File: config.mk
export PLATFORM = sky130hd
export DESIGN_NAME = gpio_bank
export DESIGN_NICKNAME = d
export VERILOG_FILES = /design/src/rtl/gpio_pkg.sv /design/src/rtl/gpio_sync.sv /design/src/rtl/gpio_edge.sv /design/src/rtl/gpio_pad_ctl.sv /design/src/rtl/gpio_regs.sv /design/src/rtl/gpio_bank.sv
export SDC_FILE = /design/constraint.sdc
export NUM_CORES = 1
export LEC_CHECK = 0
export BUFFER_PORTS_ARGS = -buffer_cell sky130_fd_sc_hd__buf_2
export CELL_PAD_IN_SITES_DETAIL_PLACEMENT = 1
export CELL_PAD_IN_SITES_GLOBAL_PLACEMENT = 1
export CORE_ASPECT_RATIO = 0.6
export CORE_MARGIN = 10
export CORE_UTILIZATION = 45
export CTS_BUF_LIST = sky130_fd_sc_hd__clkbuf_8 sky130_fd_sc_hd__clkbuf_16
export CTS_CLUSTER_DIAMETER = 80
export CTS_CLUSTER_SIZE = 14
export DETAILED_ROUTE_END_ITERATION = 12
export GPL_ROUTABILITY_DRIVEN = 0
export GPL_TIMING_DRIVEN = 0
export PLACE_DENSITY_LB_ADDON = 0.1
export RECOVER_POWER = 50
export SLEW_MARGIN = 20
export SYNTH_ARGS = -nofsm -noshare
export SYNTH_HDL_FRONTEND = slang
export SYNTH_SLANG_ARGS = --single-unit
File: constraint.sdc
create_clock -name clk -period 2.3 [get_ports clk]
set_input_delay 0.23 -clock clk [delete_from_list [all_inputs] [get_ports clk]]
set_output_delay 0.23 -clock clk [all_outputs]
set_load 0.02 [all_outputs]
File: src/rtl/gpio_pkg.sv
package gpio_pkg;

  // Register offsets on the 3-bit address bus.
  typedef enum logic [2:0] {
    REG_DIR  = 3'd0,
    REG_OUT  = 3'd1,
    REG_IN   = 3'd2,
    REG_PULL = 3'd3,
    REG_IE   = 3'd4,
    REG_EDGE = 3'd5,
    REG_FLAG = 3'd6,
    REG_NONE = 3'd7
  } reg_sel_e;

  // Two-bit pull codes; 2'b11 is reserved and behaves as floating.
  localparam logic [1:0] PULL_FLOAT = 2'b00;
  localparam logic [1:0] PULL_HIGH  = 2'b01;
  localparam logic [1:0] PULL_LOW   = 2'b10;

  // Pull-up only for an undriven pin whose code asks for it.
  function automatic logic pull_up_en(input logic [1:0] code, input logic is_out);
    return (!is_out) && (code == PULL_HIGH);
  endfunction

  // Pull-down only for an undriven pin whose code asks for it.
  function automatic logic pull_dn_en(input logic [1:0] code, input logic is_out);
    return (!is_out) && (code == PULL_LOW);
  endfunction

  // Edge of the selected polarity between the previous and current sample.
  function automatic logic edge_match(input logic cur, input logic prev, input logic falling);
    return falling ? (prev && !cur) : (cur && !prev);
  endfunction

endpackage

File: src/rtl/gpio_sync.sv
// Multi-stage synchronizer for a vector of asynchronous pad levels.
module gpio_sync #(
  parameter int unsigned W      = 7,
  parameter int unsigned STAGES = 2,
  parameter logic [W-1:0] RST_VAL = '1
) (
  input  logic         clk,
  input  logic         rst_n,
  input  logic [W-1:0] d,
  output logic [W-1:0] q
);
  logic [W-1:0] stage [STAGES];

  always_ff @(posedge clk or negedge rst_n) begin
    if (!rst_n) begin
      for (int s = 0; s < STAGES; s++) stage[s] <= RST_VAL;
    end else begin
      stage[0] <= d;
      for (int s = 1; s < STAGES; s++) stage[s] <= stage[s-1];
    end
  end

  assign q = stage[STAGES-1];
endmodule

File: src/rtl/gpio_edge.sv
// Per-pin edge detection and sticky write-one-to-clear flags.
module gpio_edge
  import gpio_pkg::*;
#(
  parameter int unsigned N = 7
) (
  input  logic         clk,
  input  logic         rst_n,
  input  logic [N-1:0] lvl,       // synchronized pad levels
  input  logic [N-1:0] sel_fall,  // 1 = falling, 0 = rising
  input  logic [N-1:0] clr_req,   // write-one-to-clear strobes
  output logic [N-1:0] edge_evt,  // selected edge seen this cycle
  output logic [N-1:0] flag_q
);
  logic [N-1:0] prev_q;

  // Previous sample; reset high to match the pull-up default.
  always_ff @(posedge clk or negedge rst_n) begin
    if (!rst_n) prev_q <= '1;
    else        prev_q <= lvl;
  end

  for (genvar i = 0; i < N; i++) begin : g_pin
    assign edge_evt[i] = edge_match(lvl[i], prev_q[i], sel_fall[i]);

    // A new edge takes priority over a clear on the same cycle.
    always_ff @(posedge clk or negedge rst_n) begin
      if (!rst_n)           flag_q[i] <= 1'b0;
      else if (edge_evt[i]) flag_q[i] <= 1'b1;
      else if (clr_req[i])  flag_q[i] <= 1'b0;
    end
  end
endmodule

File: src/rtl/gpio_pad_ctl.sv
// Decodes direction and pull codes into pad buffer and pull controls.
module gpio_pad_ctl
  import gpio_pkg::*;
#(
  parameter int unsigned N = 7
) (
  input  logic [N-1:0]   dir,
  input  logic [2*N-1:0] pull,
  output logic [N-1:0]   oe,
  output logic [N-1:0]   pu,
  output logic [N-1:0]   pd
);
  assign oe = dir;

  for (genvar i = 0; i < N; i++) begin : g_pin
    assign pu[i] = pull_up_en(pull[2*i +: 2], dir[i]);
    assign pd[i] = pull_dn_en(pull[2*i +: 2], dir[i]);
  end
endmodule

File: src/rtl/gpio_regs.sv
// Register file and read multiplexer of the port.
module gpio_regs
  import gpio_pkg::*;
#(
  parameter int unsigned N  = 7,
  parameter int unsigned DW = 16
) (
  input  logic           clk,
  input  logic           rst_n,
  input  logic           bus_sel,
  input  logic           bus_wr,
  input  logic [2:0]     bus_addr,
  input  logic [DW-1:0]  bus_wdata,
  input  logic [N-1:0]   in_lvl,
  input  logic [N-1:0]   flag_q,
  output logic [N-1:0]   dir_q,
  output logic [N-1:0]   out_q,
  output logic [2*N-1:0] pull_q,
  output logic [N-1:0]   ie_q,
  output logic [N-1:0]   fall_q,
  output logic [N-1:0]   flag_clr,
  output logic [DW-1:0]  bus_rdata
);
  localparam int unsigned PW = 2 * N;
  localparam logic [PW-1:0] PULL_RST = {N{PULL_HIGH}};

  reg_sel_e sel;
  logic     wr_en;
  logic     unused_wdata;

  assign sel   = reg_sel_e'(bus_addr);
  assign wr_en = bus_sel && bus_wr;
  // The pull field is the widest one; any bits above it are not stored.
  assign unused_wdata = ^bus_wdata;

  always_ff @(posedge clk or negedge rst_n) begin
    if (!rst_n) begin
      dir_q  <= '0;
      out_q  <= '0;
      pull_q <= PULL_RST;
      ie_q   <= '0;
      fall_q <= '0;
    end else if (wr_en) begin
      case (sel)
        REG_DIR:  dir_q  <= bus_wdata[N-1:0];
        REG_OUT:  out_q  <= bus_wdata[N-1:0];
        REG_PULL: pull_q <= bus_wdata[PW-1:0];
        REG_IE:   ie_q   <= bus_wdata[N-1:0];
        REG_EDGE: fall_q <= bus_wdata[N-1:0];
        default: ;
      endcase
    end
  end

  assign flag_clr = (wr_en && sel == REG_FLAG) ? bus_wdata[N-1:0] : '0;

  always_comb begin
    bus_rdata = '0;
    case (sel)
      REG_DIR:  bus_rdata[N-1:0]  = dir_q;
      REG_OUT:  bus_rdata[N-1:0]  = out_q;
      REG_IN:   bus_rdata[N-1:0]  = in_lvl;
      REG_PULL: bus_rdata[PW-1:0] = pull_q;
      REG_IE:   bus_rdata[N-1:0]  = ie_q;
      REG_EDGE: bus_rdata[N-1:0]  = fall_q;
      REG_FLAG: bus_rdata[N-1:0]  = flag_q;
      default:  bus_rdata = '0;
    endcase
  end
endmodule

File: src/rtl/gpio_bank.sv
// Seven-pin general-purpose I/O port with pulls, edge flags and wake.
module gpio_bank #(
  parameter int unsigned N          = 7,
  parameter int unsigned DW         = 16,
  parameter int unsigned SYNC_DEPTH = 2
) (
  input  logic          clk,
  input  logic          rst_n,
  input  logic          bus_sel,
  input  logic          bus_wr,
  input  logic [2:0]    bus_addr,
  input  logic [DW-1:0] bus_wdata,
  output logic [DW-1:0] bus_rdata,
  input  logic [N-1:0]  pad_in,
  output logic [N-1:0]  pad_out,
  output logic [N-1:0]  pad_oe,
  output logic [N-1:0]  pad_pu,
  output logic [N-1:0]  pad_pd,
  input  logic          stop_mode,
  output logic          irq,
  output logic          wake
);
  localparam int unsigned PW = 2 * N;

  // Internal events brought out as named wires for the checker.
  logic [N-1:0]  in_lvl;
  logic [N-1:0]  dir_q;
  logic [N-1:0]  out_q;
  logic [PW-1:0] pull_q;
  logic [N-1:0]  ie_q;
  logic [N-1:0]  fall_q;
  logic [N-1:0]  flag_clr;
  logic [N-1:0]  flag_q;
  logic [N-1:0]  edge_evt;
  logic [N-1:0]  irq_pend;

  gpio_sync #(.W(N), .STAGES(SYNC_DEPTH), .RST_VAL('1)) u_sync (
    .clk(clk), .rst_n(rst_n), .d(pad_in), .q(in_lvl)
  );

  gpio_regs #(.N(N), .DW(DW)) u_regs (
    .clk(clk), .rst_n(rst_n),
    .bus_sel(bus_sel), .bus_wr(bus_wr), .bus_addr(bus_addr), .bus_wdata(bus_wdata),
    .in_lvl(in_lvl), .flag_q(flag_q),
    .dir_q(dir_q), .out_q(out_q), .pull_q(pull_q), .ie_q(ie_q), .fall_q(fall_q),
    .flag_clr(flag_clr), .bus_rdata(bus_rdata)
  );

  gpio_edge #(.N(N)) u_edge (
    .clk(clk), .rst_n(rst_n), .lvl(in_lvl), .sel_fall(fall_q),
    .clr_req(flag_clr), .edge_evt(edge_evt), .flag_q(flag_q)
  );

  gpio_pad_ctl #(.N(N)) u_pad (
    .dir(dir_q), .pull(pull_q), .oe(pad_oe), .pu(pad_pu), .pd(pad_pd)
  );

  assign pad_out  = out_q;
  assign irq_pend = flag_q & ie_q;
  assign irq      = |irq_pend;
  assign wake     = stop_mode && irq;
endmodule

Yosys cells after proc, flatten, opt, wreduce, memory -nomap -nowiden --
Index checks and enable logic that the tools add are counted.
Word-level totals: register bits 70, latch bits 0, memory bits (writable) 0, bits in read-only memories 0, bits of input ports 31, output and inout port bits 46, word-level logic and storage cells 126, memories 0
Operators by class: $add $sub $neg 0, $mul 0, div/mod/pow operators 0, $lt $le $gt $ge 0, equal/unequal tests 20, shifts and indexed selects 0, mux-type cells 24, bitwise logic cells 1, reductions and logical operators 66
Operators with widths (count):
- 7-bit case mux with 7 select lines | 1
- 1-bit logical AND | 31
- 1-bit zero test | 21
- 1-bit two-way mux | 21
- 2-bit by 1-bit equality test with 1-bit output (second input constant) | 7
- 2-bit equality test (second input constant) | 7
- 7-bit two-way mux | 2
- 2-bit nonzero test | 7
- 2-bit AND reduction | 5
- 3-bit equality test (second input constant) | 3
- 7-bit bitwise AND | 1
- 7-bit OR reduction | 1
- 3-bit by 2-bit equality test with 1-bit output (second input constant) | 2
- 3-bit by 1-bit equality test with 1-bit output (second input constant) | 1
- 3-bit zero test | 1

Longest topological paths before layout --
Gate-level depths: netlist of run 1.
depth in word-level cells 5, mapped depth 6, mapped depth without buffers 3

Hierarchy --
Synthesis of run 1 repeated with hierarchy kept, for this count alone.
Second synthesis, totals: cells, all modules 274, area, all modules 3474.6 um^2
Modules (own cells, without submodules):
- gpio_regs | times used 1, cells an instance 177, area each 2234.6 um^2, seq. area each 1059.8 um^2
- gpio_edge | times used 1, cells an instance 49, area each 621.8 um^2, seq. area each 359.1 um^2
- gpio_sync | times used 1, cells an instance 21, area each 420.4 um^2, seq. area each 367.9 um^2
- gpio_pad_ctl | times used 1, cells an instance 21, area each 157.7 um^2, seq. area each 0.0 um^2
- gpio_bank | times used 1, cells an instance 6, area each 40.0 um^2, seq. area each 0.0 um^2

Least setup slack after synthesis of run 1 --
OpenSTA, ideal clock, no wires.
kind input-to-output, from input port bus_addr[2], to output port bus_rdata[3], arrival time 1.411 ns, data required time 2.070 ns, path slack 0.659 ns, cell stages on the path 6, buffers on the path 3, cells stage by stage buf_6 -> buf_2 -> buf_2 -> nor3b_1 -> a21oi_1 -> o21ai_0
On the way: word-level cells in the longest chain between the ends 2, elaborated cells on any way between the ends 8, classes of those cells eq/ne: 6; mux: 1; reduce/logical: 1
RTL lines:
- start, declared | RTL line gpio_bank.sv:11 | input logic [2:0] bus_addr,
- 3-bit equality test, or another cell as far along | RTL line gpio_regs.sv:59 | case (sel)
- 7-bit case mux with 7 select lines * | RTL line gpio_regs.sv:59
- end, declared | RTL line gpio_bank.sv:13 | output logic [DW-1:0] bus_rdata,
Mark *: on every way between the ends. The rest lies on a longest branch, timed or not.

Worst setup path in the final report of run 1 --
from register u_regs.fall_q[2], to output port bus_rdata[2]
On the way: word-level cells in the longest chain between the ends 1
RTL lines:
- start, declared | RTL line gpio_regs.sv:20 | output logic [N-1:0] fall_q,
- start signal, assigned | RTL line gpio_regs.sv:49 | REG_EDGE: fall_q <= bus_wdata[N-1:0];
- 7-bit case mux with 7 select lines | RTL line gpio_regs.sv:59
Every way passes these cells.

==> results.cfg, run 1 <==
[outcome]
status = finished clean

[sta]
drv_slew = 0
rsz0062_at_grt = false
setup_slack_ps = 289.6
layout_min_cycle_time_ps = 2010
fin_skew_ps = 1.880
tightest_slew_ps = 1260
hold_viol_final = 0
slew_headroom_pct = 15.98
setup_tns_ps = 0
fmax_mhz = 497.4
setup_viol = 0
fin_crit_sh_pct = 87.41

[power]
leakagePower_nw = 1.803
powerDensity_mw_per_mm2 = 896.6
ir_drop_uv = 492.1

[routing]
avgRoutedWirePerCell_microns = 20.69
drt_first_iter_violations = 177
drt-total-wl_microns = 9166
drt-pass1-iter-count = 5
post_drt_via_cell_ratio = 5.476
num_vias = 2426
antenna_left = 0
drc_errors = 0

[synthesis]
synth_area_leaders = dfrtp_1 32%, dfstp_2 22%, mux2_2 19%
syn_inst = 256
synth_seq_cells = 70
synth.most_common_cell = mux2_2
synth_cell_types = 35
synth_top_area_share_pct = 31.73
synth_edf_count = 0
yosys.area.top_type = dfrtp_1
synth.avg_cell_area_sq_um = 12.94
synth_common_cells = 55 x mux2_2, 42 x dfrtp_1, 28 x dfstp_2
yosys_warnings = 0
synth_ff_type = dfrtp_1
ys_async_sr_fraction_pct = 100.0
ys_seq_area_share_pct = 53.95
syn_area_sq_mm = 0.003312

[grt]
grt_overflow = 0
grt_start_max_net_pins = 51
antenna_found_initial = 0
grt_pass1_wl_microns = 15110
grt_pass1_vias = 2692
grt_util_all_layers_pct = 17.43

[floorplanning]
die-area_sq_mm = 0.01130
die_y_microns = 86.45
pin_count = 77
start_util_pct = 45.95
num_rows = 24
fp.dieW_microns = 130.8
coreArea_sq_mm = 0.007207

[finish]
final_area_sq_mm = 0.004148
diodes = 0
syn2layout_area_growth_pct = 25.24
final_net_count = 378
drive_above_1_share_pct = 49.43

[critical_path]
ff2ff_path_depth = 3
critPathRequiredTime_ps = 2070
crit_path_max_fanout = 4
reg2reg_to = u_edge.flag_q[5]
path_class = register to output pin
end_kind = output pin
cpPeakStageDelay_ps = 400
critPathArrivalTime_ps = 1780
startpoint_type = register
r2r_slack_ps = 1230
r2r_start = u_sync.q[5]
critPathTopFamily = compound AO/OA/AOI/OAI gates
crit_buf_inv = 1
crit_chain = mux2_2 > a221oi_1 > o21ai_0 > buf_2
cpMaxStageDelayCell = dfrtp_1

[cts]
clk_path_buf_depth = 2
clk_latency_ps = 330
clock-root-buffer = clkbuf_16
clk_pin_slew_ps = 60
cts_buffers = 9
post_cts_buffers = 0
cts_tree = done
htree_levels = 3
clock_sinks = 70

[min_path]
min_to = u_regs.pull_q[13]
hold_depth = 2
hp-start = bus_wdata[13]
min_path_type = input port to register

[placed_design]
port_buffers = 70
postPlaceCellArea_sq_mm = 0.003810
place_ws_ps = 312.8
dp_hpwl_microns = 6581

[flow_run]
drv_cap = 0
-- routing by layer --
layer | vias up | share of wire (%) | GRT usage (%)
li1 | 1117 | - | -
met1 | 1245 | 48 | 23.51
met2 | 53 | 46 | 26.06
met3 | 11 | 5.4 | 5.732
met4 | 0 | 1.1 | 5.126
met5 | - | 0 | 0
-- placed cells by master, fill, tap and decap left out, types with 7 or more instances in the layout --
| master | count |
|---|---|
| dlygate4sd3_1 | 8 |
| nand2b_1 | 8 |
| buf_2 | 74 |
| mux2_2 | 55 |
| and2_1 | 9 |
| dfstp_1 | 7 |
| dfstp_2 | 21 |
| clkbuf_16 | 9 |
| nand2_1 | 7 |
| dfrtp_1 | 42 |
| nor2b_1 | 13 |
| nor3b_1 | 20 |
-- worst max-delay path by stage --
stage / start / endpoint / slack, ps / depth (start not counted)
after floorplan: bus_addr[2] / bus_rdata[3] / 660 / 6
after global placement: bus_addr[1] / bus_rdata[2] / 390 / 6
after detailed placement: bus_addr[1] / bus_rdata[4] / 310 / 6
after CTS: u_regs.out_q[4] / bus_rdata[4] / 310 / 4
after global routing: bus_addr[1] / bus_rdata[2] / 160 / 6
final: u_regs.fall_q[2] / bus_rdata[2] / 290 / 4
-- cells by family (layout without fill, tap and decap cells) --
kind of cell,after synthesis,in the layout,share of synthesized area (%)
compound gates,37,37,7.858
other cells,1,2,0.1132
buf+inv,15,110,2.569
flops,70,70,53.95
mux,57,57,19.30
simple gates,76,76,16.21
-- report_power, final --
group	total (W)	switching (W)	internal, W
Clock	0.00122	0.000483	0.000738
Combinational	0.000848	0.000443	0.000406
Sequential	0.00165	0.000188	0.00146
-- per-stage QoR --
step / hold WS (ps) / instances / util [%] / total power [W]
floorplan: -65.59 / 257 / - / 0.002178
global placement: 336.0 / 418 / 52.45 / 0.002471
detailed placement: 138.1 / 419 / 52.86 / 0.002512
CTS: 112.9 / 443 / 57.64 / 0.003767
global route: 113.8 / 443 / 57.55 / 0.003919
finish: 120.3 / 443 / 57.55 / 0.003719
-- flip-flops by register name (all words and copies together) (netlist names) --
| name | cells |
|---|---|
| u_regs.fall_q | 7 |
| u_regs.dir_q | 7 |
| u_regs.ie_q | 7 |
| u_edge.prev_q | 7 |
| u_edge.flag_q | 7 |
| u_sync.stage | 7 |
| u_regs.out_q | 7 |
| u_regs.pull_q | 14 |
| u_sync.q | 7 |
-- layout make-up --
class	count	area [sq um]
Inverter	1	3.754
Clock buffer	10	239.0
Clock inverter	6	25.02
Fill cell	758	3059
Tap cell	91	113.9
Buffer	14	81.33
Sequential cell	70	1787
Timing Repair Buffer	79	456.7
Multi-Input combinational cell	172	1441
-- worst register-to-register path: stages (launching register included) --
cell and delay, ps:
dfstp_1 560, nand3b_1 120, o221ai_1 110, a21o_1 170
-- repair_timing --
action / in CTS / in global routing
hold buffers: 8 / 0
resized for setup: 0 / 0
hold endpoints to repair: 17 / 0
(Power assumes the default switching activity.)
==> inputs of run 2 (changes only) <==
==> constraint.sdc (replaced) <==
create_clock -name clk -period 2.3 [get_ports clk]
set_input_delay 0 -clock clk [delete_from_list [all_inputs] [get_ports clk]]
set_output_delay 0 -clock clk [all_outputs]
set_load 0.02 [all_outputs]
==> run 2 against run 1 <==
Fmax increased by 15%. Combinational power increased by 2.5%. Critical endpoint unchanged. Non-clock buffer count increased by 13. Power increased by 0.60%. First-iteration DRC count decreased by 3.4%. Sequential cell count unchanged. Sequential share of layout area decreased by 1.3 points.
==> results.cfg, run 2 (synthesis results as in run 1) <==
[cts]
clk_pin_slew_ps = 60
clk_latency_ps = 330
clock_sinks = 70
clk_path_buf_depth = 2
htree_levels = 3
clock-root-buffer = clkbuf_16
cts_buffers = 9
cts_tree = done
cts_resized = 0
post_cts_buffers = 0

[critical_path]
startpoint_type = register
critPathArrivalTime_ps = 1760
critPathRequiredTime_ps = 2300
end_kind = output pin
crit_path_max_fanout = 4
path_class = register to output pin

[outcome]
status = finished clean

[finish]
fill_cells = 756
syn2layout_area_growth_pct = 29.24
final_cell_mix = 74 x buf_2, 55 x mux2_2, 42 x dfrtp_1
final_net_count = 391
largest_register_ffs = 14
drive_above_1_share_pct = 47.67
top_register = u_regs.pull_q
fin_util_pct = 59.39
final_common_cell = buf_2

[placed_design]
port_buffers = 70
place_ws_ps = 772.8
dp_hpwl_microns = 6581

[sta]
setup_slack_ps = 544.4
tightest_slew_ps = 1264
rsz0062_at_grt = false
layout_min_cycle_time_ps = 1756
fin_crit_sh_pct = 76.33
setup_viol = 0
drv_slew = 0
fin_skew_ps = 1.951
fmax_mhz = 569.6
slew_headroom_pct = 15.75
setup_tns_ps = 0
hold_viol_final = 0
hold-worst-slack_ps = 8.670

[routing]
avgRoutedWirePerCell_microns = 20.65
drt-total-wl_microns = 9437
drc_errors = 0
num_vias = 2487
post_drt_via_cell_ratio = 5.442
drt-pass1-iter-count = 4
antenna_left = 0
drt_first_iter_violations = 171

[grt]
grt_overflow = 0
grt_pass1_wl_microns = 15520
grt_start_max_net_pins = 51
grt_pass1_vias = 2779
antenna_found_initial = 0
grt_util_all_layers_pct = 17.92

[floorplanning]
coreArea_sq_mm = 0.007207
fp.dieW_microns = 130.8
die-area_sq_mm = 0.01130
num_rows = 24
start_util_pct = 45.95
pin_count = 77
die_y_microns = 86.45

[power]
leakagePower_nw = 1.857
swShare_pct = 29.96
combPwrFrac_pct = 23.2
power.switching_w = 0.001121
p_clk_share_pct = 32.6
ir_drop_uv = 493.5
internal_power_w = 0.002620
power_w = 0.003741
powerDensity_mw_per_mm2 = 874.1
seqPwrFrac_pct = 44.1

[min_path]
min_path_type = input port to register

[flow_run]
drv_cap = 0
==> run 2: cell count changes in the layout (fill, tap and decap cells not counted), sizes merged <==
| cell | previous run | this run |
|---|---|---|
| dlygate4sd3 | 8 | 21 |
| diode | 0 | 1 |
==> run 2: routing by layer <==
metal | global-route usage (%) | up-vias | part of all wire [%]
met3 | 5.610 | 16 | 5.3
met4 | 6.231 | 0 | 1.7
met5 | 0 | - | 0
li1 | - | 1147 | -
met1 | 23.80 | 1262 | 47
met2 | 27.02 | 62 | 46
==> run 2: worst paths after layout <==
kind | startpoint | slack [ps] | depth (start not counted) | to
min | bus_wdata[0] | 9 | 2 | u_regs.pull_q[0]
max reg2reg | u_sync.q[5] | 1230 | 3 | u_edge.flag_q[5]
max | u_regs.fall_q[2] | 540 | 4 | bus_rdata[2]
max in group asynchronous | rst_n | 910 | 3 | u_edge.prev_q[4]
min reg2reg | u_sync.stage[8] | 360 | 0 | u_sync.q[1]
min in group asynchronous | rst_n | 470 | 2 | u_regs.pull_q[13]
==> run 2: repair_timing <==
item,4_1_cts,5_1_grt
endpoints found under the hold margin,94,0
hold buffers,21,0
setup endpoints to repair,0,0
==> run 2: power by group through the flow <==
stage	clock network [W]	logic [W]	registers, W
after global routing	0.00130	0.000952	0.00169
after CTS	0.00125	0.000880	0.00165
final	0.00122	0.000869	0.00165
after detailed placement	0	0.000847	0.00166
after global placement	0	0.000820	0.00165
after floorplan	0	0.000504	0.00167
==> run 2: critical path: stages (launching register included) <==
cell      delay (ps)
dfrtp_1          400
mux2_2           290
a221oi_1         350
o21ai_0          180
buf_2            200
==> run 2: final cells by class <==
cell class | instances | area [sq um] | area share (%)
sequential | 70 | 1787 | 41.74
tap | 91 | 113.9 | 2.660
multi-input combinational | 172 | 1441 | 33.67
inverter | 1 | 3.754 | 0.08769
buffer | 14 | 81.33 | 1.900
antenna | 1 | 2.502 | 0.05846
timing repair buffer | 92 | 586.8 | 13.71
clock inverter | 6 | 25.02 | 0.5846
clock buffer | 10 | 239.0 | 5.583
==> run 2: stage by stage <==
stage | instances | area (sq um)
floorplan | 257 | 3316
global placement | 418 | 3780
detailed placement | 419 | 3810
CTS | 456 | 4284
global route | 456 | 4278
finish | 457 | 4280
==> inputs of run 3 (changes only) <==
--- a/config.mk
+++ b/config.mk
@@ -10,7 +10,7 @@
 export CELL_PAD_IN_SITES_GLOBAL_PLACEMENT = 1
 export CORE_ASPECT_RATIO = 0.6
 export CORE_MARGIN = 10
-export CORE_UTILIZATION = 45
+export CORE_UTILIZATION = 39
 export CTS_BUF_LIST = sky130_fd_sc_hd__clkbuf_8 sky130_fd_sc_hd__clkbuf_16
 export CTS_CLUSTER_DIAMETER = 80
 export CTS_CLUSTER_SIZE = 14
==> constraint.sdc (replaced) <==
create_clock -name clk -period 1.5 [get_ports clk]
set_input_delay 0 -clock clk [delete_from_list [all_inputs] [get_ports clk]]
set_output_delay 0 -clock clk [all_outputs]
set_load 0.02 [all_outputs]
==> run 3 against run 2 <==
Highest routed layer unchanged. Routed wire length rose by 5.4%. Sequential power rose by 52%. Worst hold slack barely moved. Utilization fell by 3.5 points. Die area rose by 12%. The flow now finishes with violations (setup timing). Setup slack got worse by 630 ps.
==> results.cfg, run 3 (synthesis results as in run 1) <==
[outcome]
violations = setup timing
status = complete, but fails checks

[power]
ir_drop_uv = 786.7
powerDensity_mw_per_mm2 = 1330
leakagePower_nw = 1.977

[finish]
final_area_sq_mm = 0.004507
fill_cells = 859
final_common_cell = buf_2
final_net_count = 406
drive_above_1_share_pct = 53.42
diodes = 0
final_cell_mix = 64 x buf_2, 49 x mux2_2, 42 x dfrtp_1
syn2layout_area_growth_pct = 36.08
largest_register_ffs = 14
top_register = u_regs.pull_q

[min_path]
hold_depth = 2
min_path_type = input port to register

[sta]
setup_viol = 7
tightest_slew_ps = 700.6
slew_headroom_pct = 53.04
layout_min_cycle_time_ps = 1584
hold_viol_final = 0
drv_slew = 0
fin_crit_sh_pct = 105.6
fin_skew_ps = 5.420
setup_slack_ps = -83.73
fmax_mhz = 631.4
rsz0062_at_grt = true

[critical_path]
startpoint_type = register
cp.depth = 4
crit_buf_inv = 1
cpMaxStageDelayCell = dfrtp_1
critPathRequiredTime_ps = 1500
crit_path_max_fanout = 3
path_class = register to output pin
end_kind = output pin
ff2ff_path_depth = 4
cpPeakStageDelay_ps = 400
crit_chain = a222oi_1 > nand3_1 > and2_4 > buf_6
critPathArrivalTime_ps = 1580
critPathTopFamily = flip-flops

[routing]
drt_first_iter_violations = 97
antenna_left = 0
num_vias = 2528
post_drt_via_cell_ratio = 5.180
avgRoutedWirePerCell_microns = 20.38
drt-total-wl_microns = 9946
drc_errors = 0
drt-pass1-iter-count = 4

[flow_run]
drv_cap = 0

[grt]
antenna_found_initial = 0
grt_pass1_vias = 2823
grt_util_all_layers_pct = 15.98
grt_pass1_wl_microns = 16200
grt_overflow = 0
grt_start_max_net_pins = 46

[placed_design]
dp_hpwl_microns = 6828
postPlaceCellArea_sq_mm = 0.003831
port_buffers = 70
place_ws_ps = 5.446

[cts]
clock-root-buffer = clkbuf_16
cts_tree = done
cts_buffers = 9
clk_pin_slew_ps = 60
clk_latency_ps = 340
clk_path_buf_depth = 2
htree_levels = 3
clock_sinks = 70

[floorplanning]
pin_count = 77
fp.dieW_microns = 139.0
die_y_microns = 91.38
start_util_pct = 41.04
die-area_sq_mm = 0.01270
num_rows = 25
coreArea_sq_mm = 0.008070
run 3: through the flow:
stage	hold WS (ps)	utilization (%)	total power [W]	setup TNS (ps)	instances
2_1_floorplan	-295.6	-	0.003340	0	257
3_3_place_gp	105.1	47.10	0.003805	-60.44	435
3_5_place_dp	-60.73	47.47	0.003869	0	436
4_1_cts	4.471	55.43	0.006021	-435.7	483
5_1_grt	13.31	55.85	0.006335	-3556	488
6_report	8.572	55.85	0.005996	-345.7	488
run 3: final cells by class:
class / instances / area, sq um / area share (%)
inverters: 1 / 3.754 / 0.08329
clock buffers: 11 / 252.7 / 5.608
clock inverters: 5 / 20.02 / 0.4442
plain buffers: 14 / 86.33 / 1.916
multi-input cells: 172 / 1516 / 33.65
flip-flops and latches: 70 / 1787 / 39.64
well taps: 108 / 135.1 / 2.998
repair buffers: 107 / 705.7 / 15.66
run 3: what timing repair did:
action | 4_1_cts | 5_1_grt
endpoints found under the setup margin | 8 | 9
resized for setup | 28 | 6
pin swaps | 10 | 4
endpoints found under the hold margin | 85 | 0
hold buffers | 20 | 0
buffers inserted | 11 | 5
run 3: worst paths after layout:
kind / from / to / slack (ps)
max: u_regs.ie_q[6] / wake / -80
min: bus_wdata[3] / u_regs.out_q[3] / 9
max reg2reg: u_edge.flag_q[6] / u_edge.flag_q[6] / 340
min reg2reg: u_sync.stage[7] / u_sync.q[0] / 360
max in group asynchronous: rst_n / u_regs.out_q[0] / 150
min in group asynchronous: rst_n / u_regs.fall_q[3] / 220
run 3: per-layer routing:
layer / wire length [microns] / vias to the layer above / GRT usage, % / part of all wire (%)
li1: - / 1178 / - / -
met1: 4722 / 1289 / 20.25 / 47
met2: 4585 / 49 / 24.69 / 46
met3: 514 / 12 / 6.032 / 5.2
met4: 123 / 0 / 5.017 / 1.2
met5: 0 / - / 0 / 0
run 3: where the power goes:
group / internal, W / total (W) / switching (W) / leakage [nW]
Clock: 0.00118 / 0.00192 / 0.000740 / 0.151
Combinational: 0.000799 / 0.00157 / 0.000768 / 1.04
Sequential: 0.00224 / 0.00251 / 0.000267 / 0.782
